[src/rtl/nvv_pkg.sv]
package nvv_pkg;

    typedef enum logic [2:0] {
        ST_IDLE,
        ST_FETCH,
        ST_DRAIN,
        ST_JUDGE,
        ST_DONE
    } nvv_state_e;

    localparam logic [7:0] NVV_MARKER    = 8'h5A;
    localparam int         NVV_MOD       = 65521;
    localparam int         NVV_HDR_END   = 16;
    localparam int         NVV_SUM_OFF   = 16;
    localparam int         NVV_GEN_OFF   = 20;
    localparam int         NVV_BODY_OFF  = 20;

    // Fold a 16-bit sum into 8 bits by end-around carry; two passes suffice.
    function automatic logic [7:0] nvv_fold(input logic [15:0] s);
        logic [15:0] t;
        t = s;
        for (int k = 0; k < 2; k++) begin
            t = {8'h00, t[7:0]} + {8'h00, t[15:8]};
        end
        return t[7:0];
    endfunction

endpackage

[src/rtl/nvv_hdr_sum.sv]
module nvv_hdr_sum
    import nvv_pkg::*;
#(
    parameter int OFF_W = 13
) (
    input  logic             clk,
    input  logic             rst_n,
    input  logic             clr,
    input  logic             vld,
    input  logic [OFF_W-1:0] off,
    input  logic [7:0]       data,
    output logic             hdr_ok
);

    logic [15:0] sum_q;
    logic [7:0]  stored_q;
    logic        marker_q;

    always_ff @(posedge clk) begin
        if (!rst_n || clr) begin
            sum_q    <= '0;
            stored_q <= '0;
            marker_q <= 1'b0;
        end else if (vld) begin
            if (off == '0) begin
                marker_q <= (data == NVV_MARKER);
                sum_q    <= {8'h00, data};
            end else if (off == OFF_W'(1)) begin
                stored_q <= data;
            end else if (off < OFF_W'(NVV_HDR_END)) begin
                sum_q <= sum_q + {8'h00, data};
            end
        end
    end

    assign hdr_ok = marker_q && (nvv_fold(sum_q) == stored_q);


    hsum_range_chk: assert property (@(posedge clk) disable iff (!rst_n)
        sum_q <= 16'd3825);

endmodule

[src/rtl/nvv_adler.sv]
module nvv_adler
    import nvv_pkg::*;
#(
    parameter int OFF_W = 13
) (
    input  logic             clk,
    input  logic             rst_n,
    input  logic             clr,
    input  logic             vld,
    input  logic [OFF_W-1:0] off,
    input  logic [7:0]       data,
    output logic             sum_ok,
    output logic [31:0]      gen
);

    localparam logic [16:0] MOD17 = 17'(NVV_MOD);

    logic [15:0] low_q, high_q;
    logic [31:0] stored_q, gen_q;
    logic [16:0] low_sum, high_sum, low_red, high_red;

    always_comb begin
        low_sum  = {1'b0, low_q} + {9'h000, data};
        low_red  = (low_sum >= MOD17) ? low_sum - MOD17 : low_sum;
        high_sum = {1'b0, high_q} + low_red;
        high_red = (high_sum >= MOD17) ? high_sum - MOD17 : high_sum;
    end

    always_ff @(posedge clk) begin
        if (!rst_n || clr) begin
            low_q    <= 16'd1;
            high_q   <= '0;
            stored_q <= '0;
            gen_q    <= '0;
        end else if (vld) begin
            if (off >= OFF_W'(NVV_SUM_OFF) && off < OFF_W'(NVV_SUM_OFF + 4))
                stored_q <= {stored_q[23:0], data};
            if (off >= OFF_W'(NVV_GEN_OFF) && off < OFF_W'(NVV_GEN_OFF + 4))
                gen_q <= {gen_q[23:0], data};
            if (off >= OFF_W'(NVV_BODY_OFF)) begin
                low_q  <= low_red[15:0];
                high_q <= high_red[15:0];
            end
        end
    end

    assign sum_ok = ({high_q, low_q} == stored_q);
    assign gen    = gen_q;


    adler_range_chk: assert property (@(posedge clk) disable iff (!rst_n)
        (low_q < 16'(NVV_MOD)) && (high_q < 16'(NVV_MOD)));

endmodule

[src/rtl/nvram_bank_validator.sv]
module nvram_bank_validator
    import nvv_pkg::*;
#(
    parameter int IMG_BYTES = 8192
) (
    input  logic                           clk,
    input  logic                           rst_n,
    input  logic                           start,
    output logic                           rd_en,
    output logic [$clog2(IMG_BYTES):0]     rd_addr,
    input  logic [7:0]                     rd_data,
    output logic                           done,
    output logic                           bank0_ok,
    output logic                           bank1_ok,
    output logic [31:0]                    bank0_gen,
    output logic [31:0]                    bank1_gen,
    output logic                           active_bank
);

    localparam int               OFF_W = $clog2(IMG_BYTES);
    localparam logic [OFF_W-1:0] LAST  = OFF_W'(IMG_BYTES - 1);

    nvv_state_e       state_q, state_nx;
    logic [OFF_W-1:0] cnt_q, doff_q;
    logic             bank_q, dv_q, clr_acc;
    logic             hdr_ok, sum_ok, bank_pass;
    logic [31:0]      gen_raw;

    // State register
    always_ff @(posedge clk) begin
        if (!rst_n) state_q <= ST_IDLE;
        else        state_q <= state_nx;
    end

    always_comb begin
        state_nx = state_q;
        unique case (state_q)
            ST_IDLE:  if (start) state_nx = ST_FETCH;
            ST_FETCH: if (cnt_q == LAST) state_nx = ST_DRAIN;
            ST_DRAIN: state_nx = ST_JUDGE;
            ST_JUDGE: state_nx = bank_q ? ST_DONE : ST_FETCH;
            ST_DONE:  state_nx = ST_IDLE;
            default:  state_nx = ST_IDLE;
        endcase
    end

    assign clr_acc   = ((state_q == ST_IDLE) && start) || (state_q == ST_JUDGE);
    assign bank_pass = hdr_ok && sum_ok;

    // Counters, pipeline and results
    always_ff @(posedge clk) begin
        if (!rst_n) begin
            cnt_q     <= '0;
            bank_q    <= 1'b0;
            dv_q      <= 1'b0;
            doff_q    <= '0;
            bank0_ok  <= 1'b0;
            bank1_ok  <= 1'b0;
            bank0_gen <= '0;
            bank1_gen <= '0;
        end else begin
            dv_q   <= (state_q == ST_FETCH);
            doff_q <= cnt_q;
            unique case (state_q)
                ST_IDLE: if (start) begin
                    cnt_q     <= '0;
                    bank_q    <= 1'b0;
                    bank0_ok  <= 1'b0;
                    bank1_ok  <= 1'b0;
                    bank0_gen <= '0;
                    bank1_gen <= '0;
                end
                ST_FETCH: cnt_q <= cnt_q + 1'b1;
                ST_JUDGE: begin
                    if (bank_q) begin
                        bank1_ok  <= bank_pass;
                        bank1_gen <= bank_pass ? gen_raw : '0;
                    end else begin
                        bank0_ok  <= bank_pass;
                        bank0_gen <= bank_pass ? gen_raw : '0;
                        bank_q    <= 1'b1;
                    end
                end
                default: ;
            endcase
        end
    end

    // Outputs
    assign rd_en       = (state_q == ST_FETCH);
    assign rd_addr     = {bank_q, cnt_q};
    assign done        = (state_q == ST_DONE);
    assign active_bank = (bank1_gen > bank0_gen);

    nvv_hdr_sum #(.OFF_W(OFF_W)) hdr_i (
        .clk(clk), .rst_n(rst_n), .clr(clr_acc), .vld(dv_q),
        .off(doff_q), .data(rd_data), .hdr_ok(hdr_ok)
    );

    nvv_adler #(.OFF_W(OFF_W)) adl_i (
        .clk(clk), .rst_n(rst_n), .clr(clr_acc), .vld(dv_q),
        .off(doff_q), .data(rd_data), .sum_ok(sum_ok), .gen(gen_raw)
    );


    done_pulse_chk: assert property (@(posedge clk) disable iff (!rst_n)
        done |=> !done);


    addr_step_chk: assert property (@(posedge clk) disable iff (!rst_n)
        (rd_en && $past(rd_en)) |-> (rd_addr == $past(rd_addr) + 1'b1));


    gen_zero_chk: assert property (@(posedge clk) disable iff (!rst_n)
        done |-> ((bank0_ok || bank0_gen == '0) && (bank1_ok || bank1_gen == '0)));


    tie_pick_chk: assert property (@(posedge clk) disable iff (!rst_n)
        (done && bank0_gen == bank1_gen) |-> !active_bank);


    done_exit_chk: assert property (@(posedge clk) disable iff (!rst_n)
        done |=> !rd_en);

endmodule

[config.mk]
export PLATFORM = sky130hd
export DESIGN_NAME = nvram_bank_validator
export DESIGN_NICKNAME = d
export VERILOG_FILES = /design/src/rtl/nvv_pkg.sv /design/src/rtl/nvv_hdr_sum.sv /design/src/rtl/nvv_adler.sv /design/src/rtl/nvram_bank_validator.sv
export SDC_FILE = /design/constraint.sdc
export NUM_CORES = 1
export LEC_CHECK = 0
export BUFFER_PORTS_ARGS = -buffer_cell sky130_fd_sc_hd__buf_2
export CORE_UTILIZATION = 40
export CTS_BUF_LIST = sky130_fd_sc_hd__clkbuf_2 sky130_fd_sc_hd__clkbuf_4 sky130_fd_sc_hd__clkbuf_8
export DETAILED_ROUTE_END_ITERATION = 8
export GPL_TIMING_DRIVEN = 0
export PLACE_DENSITY_LB_ADDON = 0.25
export SLEW_MARGIN = 20
export SYNTH_ARGS = -nofsm -noshare
export SYNTH_HDL_FRONTEND = slang
export SYNTH_SLANG_ARGS = --single-unit
[constraint.sdc]
create_clock -name clk -period 7.4 [get_ports clk]
set_input_delay 0.74 -clock clk [delete_from_list [all_inputs] [get_ports clk]]
set_output_delay 0.74 -clock clk [all_outputs]
set_load 0.02 [all_outputs]
==> results.json <==
{
  "startpoint_type": "input port",
  "grt_pass1_wl_um": 53600,
  "fmax_ghz": 0.145,
  "fillers": 2863,
  "finalSetupTns_ns": 0,
  "clkPwrFrac": 0.498,
  "initial_core_util": 0.412,
  "r2r_start": "adl_i.low_q[0]",
  "antenna_found_initial": 0,
  "syn-cell-area_mm2": 0.0119,
  "multi_input_area_mm2": 0.00707,
  "pin_count": 94,
  "synth_edf_count": 0,
  "cellPowerDensity_mw_per_mm2": 192,
  "status": "completed",
  "via_per_inst": 5.37,
  "worstPathRequired_ns": 7.86,
  "cts_buffers": 40,
  "ys_types": 83,
  "synth_cells": 1431,
  "grt_max_degree": 11,
  "dp_hpwl_um": 25300,
  "fin_crit_sh": 0.932,
  "worstSetupStartpoint": "rd_data[0]",
  "final-hold-violation-count": 0,
  "ys_seq_elements": 218,
  "ys_seq_area_frac": 0.365,
  "setup_viol": 0,
  "rrSetupSlack_ns": 0.56,
  "dp_cells": 1908,
  "peakVddDrop_uv": 98.8,
  "max-slew-margin-rel": 0.299,
  "synth_top_area_frac": 0.365,
  "timing.final.crit_period_ns": 6.90,
  "cp-endpoint": "adl_i.high_q[6]",
  "track_usage": 0.217,
  "detailroute.via_count": 10600,
  "end_kind": "flip-flop",
  "p_comb_frac": 0.056,
  "cp.arrival_ns": 7.36,
  "cap_viol_max_count": 0,
  "synth_top_area_cell": "dfxtp_1",
  "stdcell_count": 1979,
  "fp.dieW_um": 175,
  "diodes": 0,
  "cts_tree": "built",
  "drv_slew": 0,
  "power_switching_uw": 629,
  "die_y_um": 175,
  "cts_resized": 0,
  "nets": 1661,
  "wl_met1_um": 15900,
  "async_reset_ff_frac": 0,
  "avgSynthCellArea_um2": 8.35,
  "cts_sinks": 218,
  "synth_fp_nets": 1526,
  "skew_ns": 0.0281,
  "r2r-end": "adl_i.high_q[6]",
  "root_buffer": "clkbuf_8",
  "gp_routability_congestion": 0.859,
  "cts.path.max_buffers": 3,
  "yosys_warnings": 0,
  "path_class": "input port to flip-flop",
  "rsz0062_at_grt": "false",
  "portBuffers": 93,
  "drc": 0,
  "r2r_cells": 24,
  "p_seq_frac": 0.445,
  "synth.area.top_cells": "dfxtp_1, ha_1, nand2_1",
  "highest_layer": "met4",
  "worst_pin_slew_ns": 1.05,
  "wl_met3_um": 1500,
  "p_leak_nw": 5.73,
  "wl_met2_um": 15100,
  "synthToLayoutAreaGrowth_pct": 15.8,
  "final_antenna_net_count": 0,
  "overflow": 0,
  "hold_buffers": 0,
  "drt-total-wl_um": 33300,
  "swShare": 0.237,
  "grt_pass1_vias": 10100,
  "total_power_mw": 2.66,
  "rows": 62,
  "routedWlPerCell_um": 16.8,
  "core_area_mm2": 0.0290,
  "dominantRegCellSynth": "dfxtp_1",
  "min_path_type": "flip-flop to flip-flop",
  "layout-drive-gt1-share": 0.122,
  "crit_path_max_fanout": 10,
  "clock_latency_ns": 0.55,
  "dieArea_mm2": 0.0306,
  "cts.clk_slew.worst_paths_ns": 0.05,
  "p_int_mw": 2.03,
  "postCtsSetupBuffers": 0,
  "drtIter0Drc": 589,
  "register_area_mm2": 0.00436,
  "htreeDepth": 2,
  "drt-pass1-iter-count": 5
}
-- state kept, by name, summed over array words and instances (netlist names) --
| signal | count |
|---|---|
| adl_i.gen | 32 |
| adl_i.high_q | 16 |
| hdr_i.stored_q | 8 |
| doff_q | 13 |
| bank0_gen | 32 |
| hdr_i.sum_q | 16 |
| bank1_gen | 32 |
| dv_q | 1 |
| bank1_ok | 1 |
| bank0_ok | 1 |
| adl_i.low_q | 16 |
| cnt_q | 13 |
| bank_q | 1 |
| adl_i.stored_q | 32 |
| state_q | 3 |
| hdr_i.marker_q | 1 |
-- cell families after synthesis --
group                      count (synthesis)  synth area share
adders and majority gates                 84            0.0905
muxes                                     16            0.0135
and+or+nand+nor                          506             0.205
buffers and inverters                    135            0.0439
DFF                                      218             0.365
AOI/OAI and AO/OA                        377             0.212
xor gates and xnor gates                  95            0.0697
-- worst min path at each step --
stage | slack (ns) | end | depth (start not counted) | startpoint
2_1_floorplan | 0.43 | hdr_i.marker_q | 2 | hdr_i.marker_q
3_3_place_gp | 0.43 | bank1_ok | 1 | bank1_ok
3_5_place_dp | 0.45 | bank1_ok | 1 | bank1_ok
4_1_cts | 0.46 | bank1_ok | 1 | bank1_ok
5_1_grt | 0.48 | bank1_ok | 1 | bank1_ok
6_report | 0.45 | bank1_ok | 1 | bank1_ok
-- layout by cell type (no fill, tap or decap), drive strengths merged, types with 6 or more instances in the layout --
cell	count
a21o	24
dfxtp	218
a31oi	7
or3	13
and3	13
inv	65
nor2b	22
nor3b	8
o21a	15
buf	108
nand2	203
nor3	24
o211ai	10
a22o	65
o211a	6
a211oi	20
xnor2	62
a21oi	136
clkinv	7
nand4	24
and2	24
nor2	98
mux2i	15
clkbuf	115
or4	6
nand3	31
o21ai	56
nor4	10
xor2	33
nand2b	12
ha	80
-- Yosys cell counts, types with 7 or more instances --
cell and number:
o21a_1 14, nand2b_1 12, nor3_1 23, a21oi_1 134, a22o_1 65, nand3_1 31, nand2_1 203, nor2_1 98
a21o_1 23, nor2b_1 22, ha_1 80, a211oi_1 20, xnor2_1 62, nand4_1 24, inv_1 64, clkbuf_1 55
dfxtp_1 218, nor3b_1 8, o211ai_1 10, and2_1 24, and3_1 13, buf_1 8, o21ai_0 54, xor2_1 33
mux2i_1 15, or3_1 12, nor4_1 7
-- metal layers --
| layer | vias up | track usage |
|---|---|---|
| met5 | - | 0 |
| met4 | 0 | 0.0649 |
| met3 | 64 | 0.0357 |
| met2 | 245 | 0.358 |
| met1 | 4976 | 0.291 |
| li1 | 5339 | - |
-- critical path: stages --
cell	delay [ns]
buf_2	0.20
ha_1	0.24
inv_1	0.07
fa_1	0.39
nand2b_1	0.17
a211oi_1	0.38
o22a_1	0.31
xnor2_1	0.15
nor3b_1	0.35
a31oi_2	0.29
nor2_1	0.37
nand3_1	0.14
xnor2_1	0.38
ha_1	0.30
buf_2	0.17
a211oi_1	0.31
a211oi_1	0.16
or4b_1	0.59
and3_1	0.24
nor3_2	0.27
o221ai_4	0.24
and2_1	0.23
clkbuf_1	0.18
o32a_1	0.33
o21ai_1	0.12
-- area by class of cell --
cell class | instances | area share
multi-input cells | 1078 | 0.511
inverters | 65 | 0.0176
well taps | 384 | 0.0348
flip-flops and latches | 218 | 0.316
clock buffers | 60 | 0.0552
repair buffers | 93 | 0.0337
clock inverters | 11 | 0.0118
plain buffers | 70 | 0.0203
-- power groups by stage --
| stage | logic, mW | clock network [mW] | registers [mW] |
|---|---|---|---|
| floorplan | 0.101 | 0 | 1.21 |
| global placement | 0.146 | 0 | 1.21 |
| detailed placement | 0.148 | 0 | 1.21 |
| CTS | 0.149 | 1.34 | 1.18 |
| global route | 0.165 | 1.40 | 1.18 |
| finish | 0.150 | 1.32 | 1.18 |
-- per-stage QoR --
step	hold slack, ns	util	setup WS [ns]	area [µm²]
after floorplan	0.433	-	1.32	11900
after global placement	0.434	0.444	0.0386	12900
after detailed placement	0.447	0.444	-0.0324	12900
after CTS	0.459	0.476	0.493	13800
after global routing	0.484	0.477	0.0344	13800
final	0.453	0.477	0.500	13800
(Power assumes the default switching activity.)
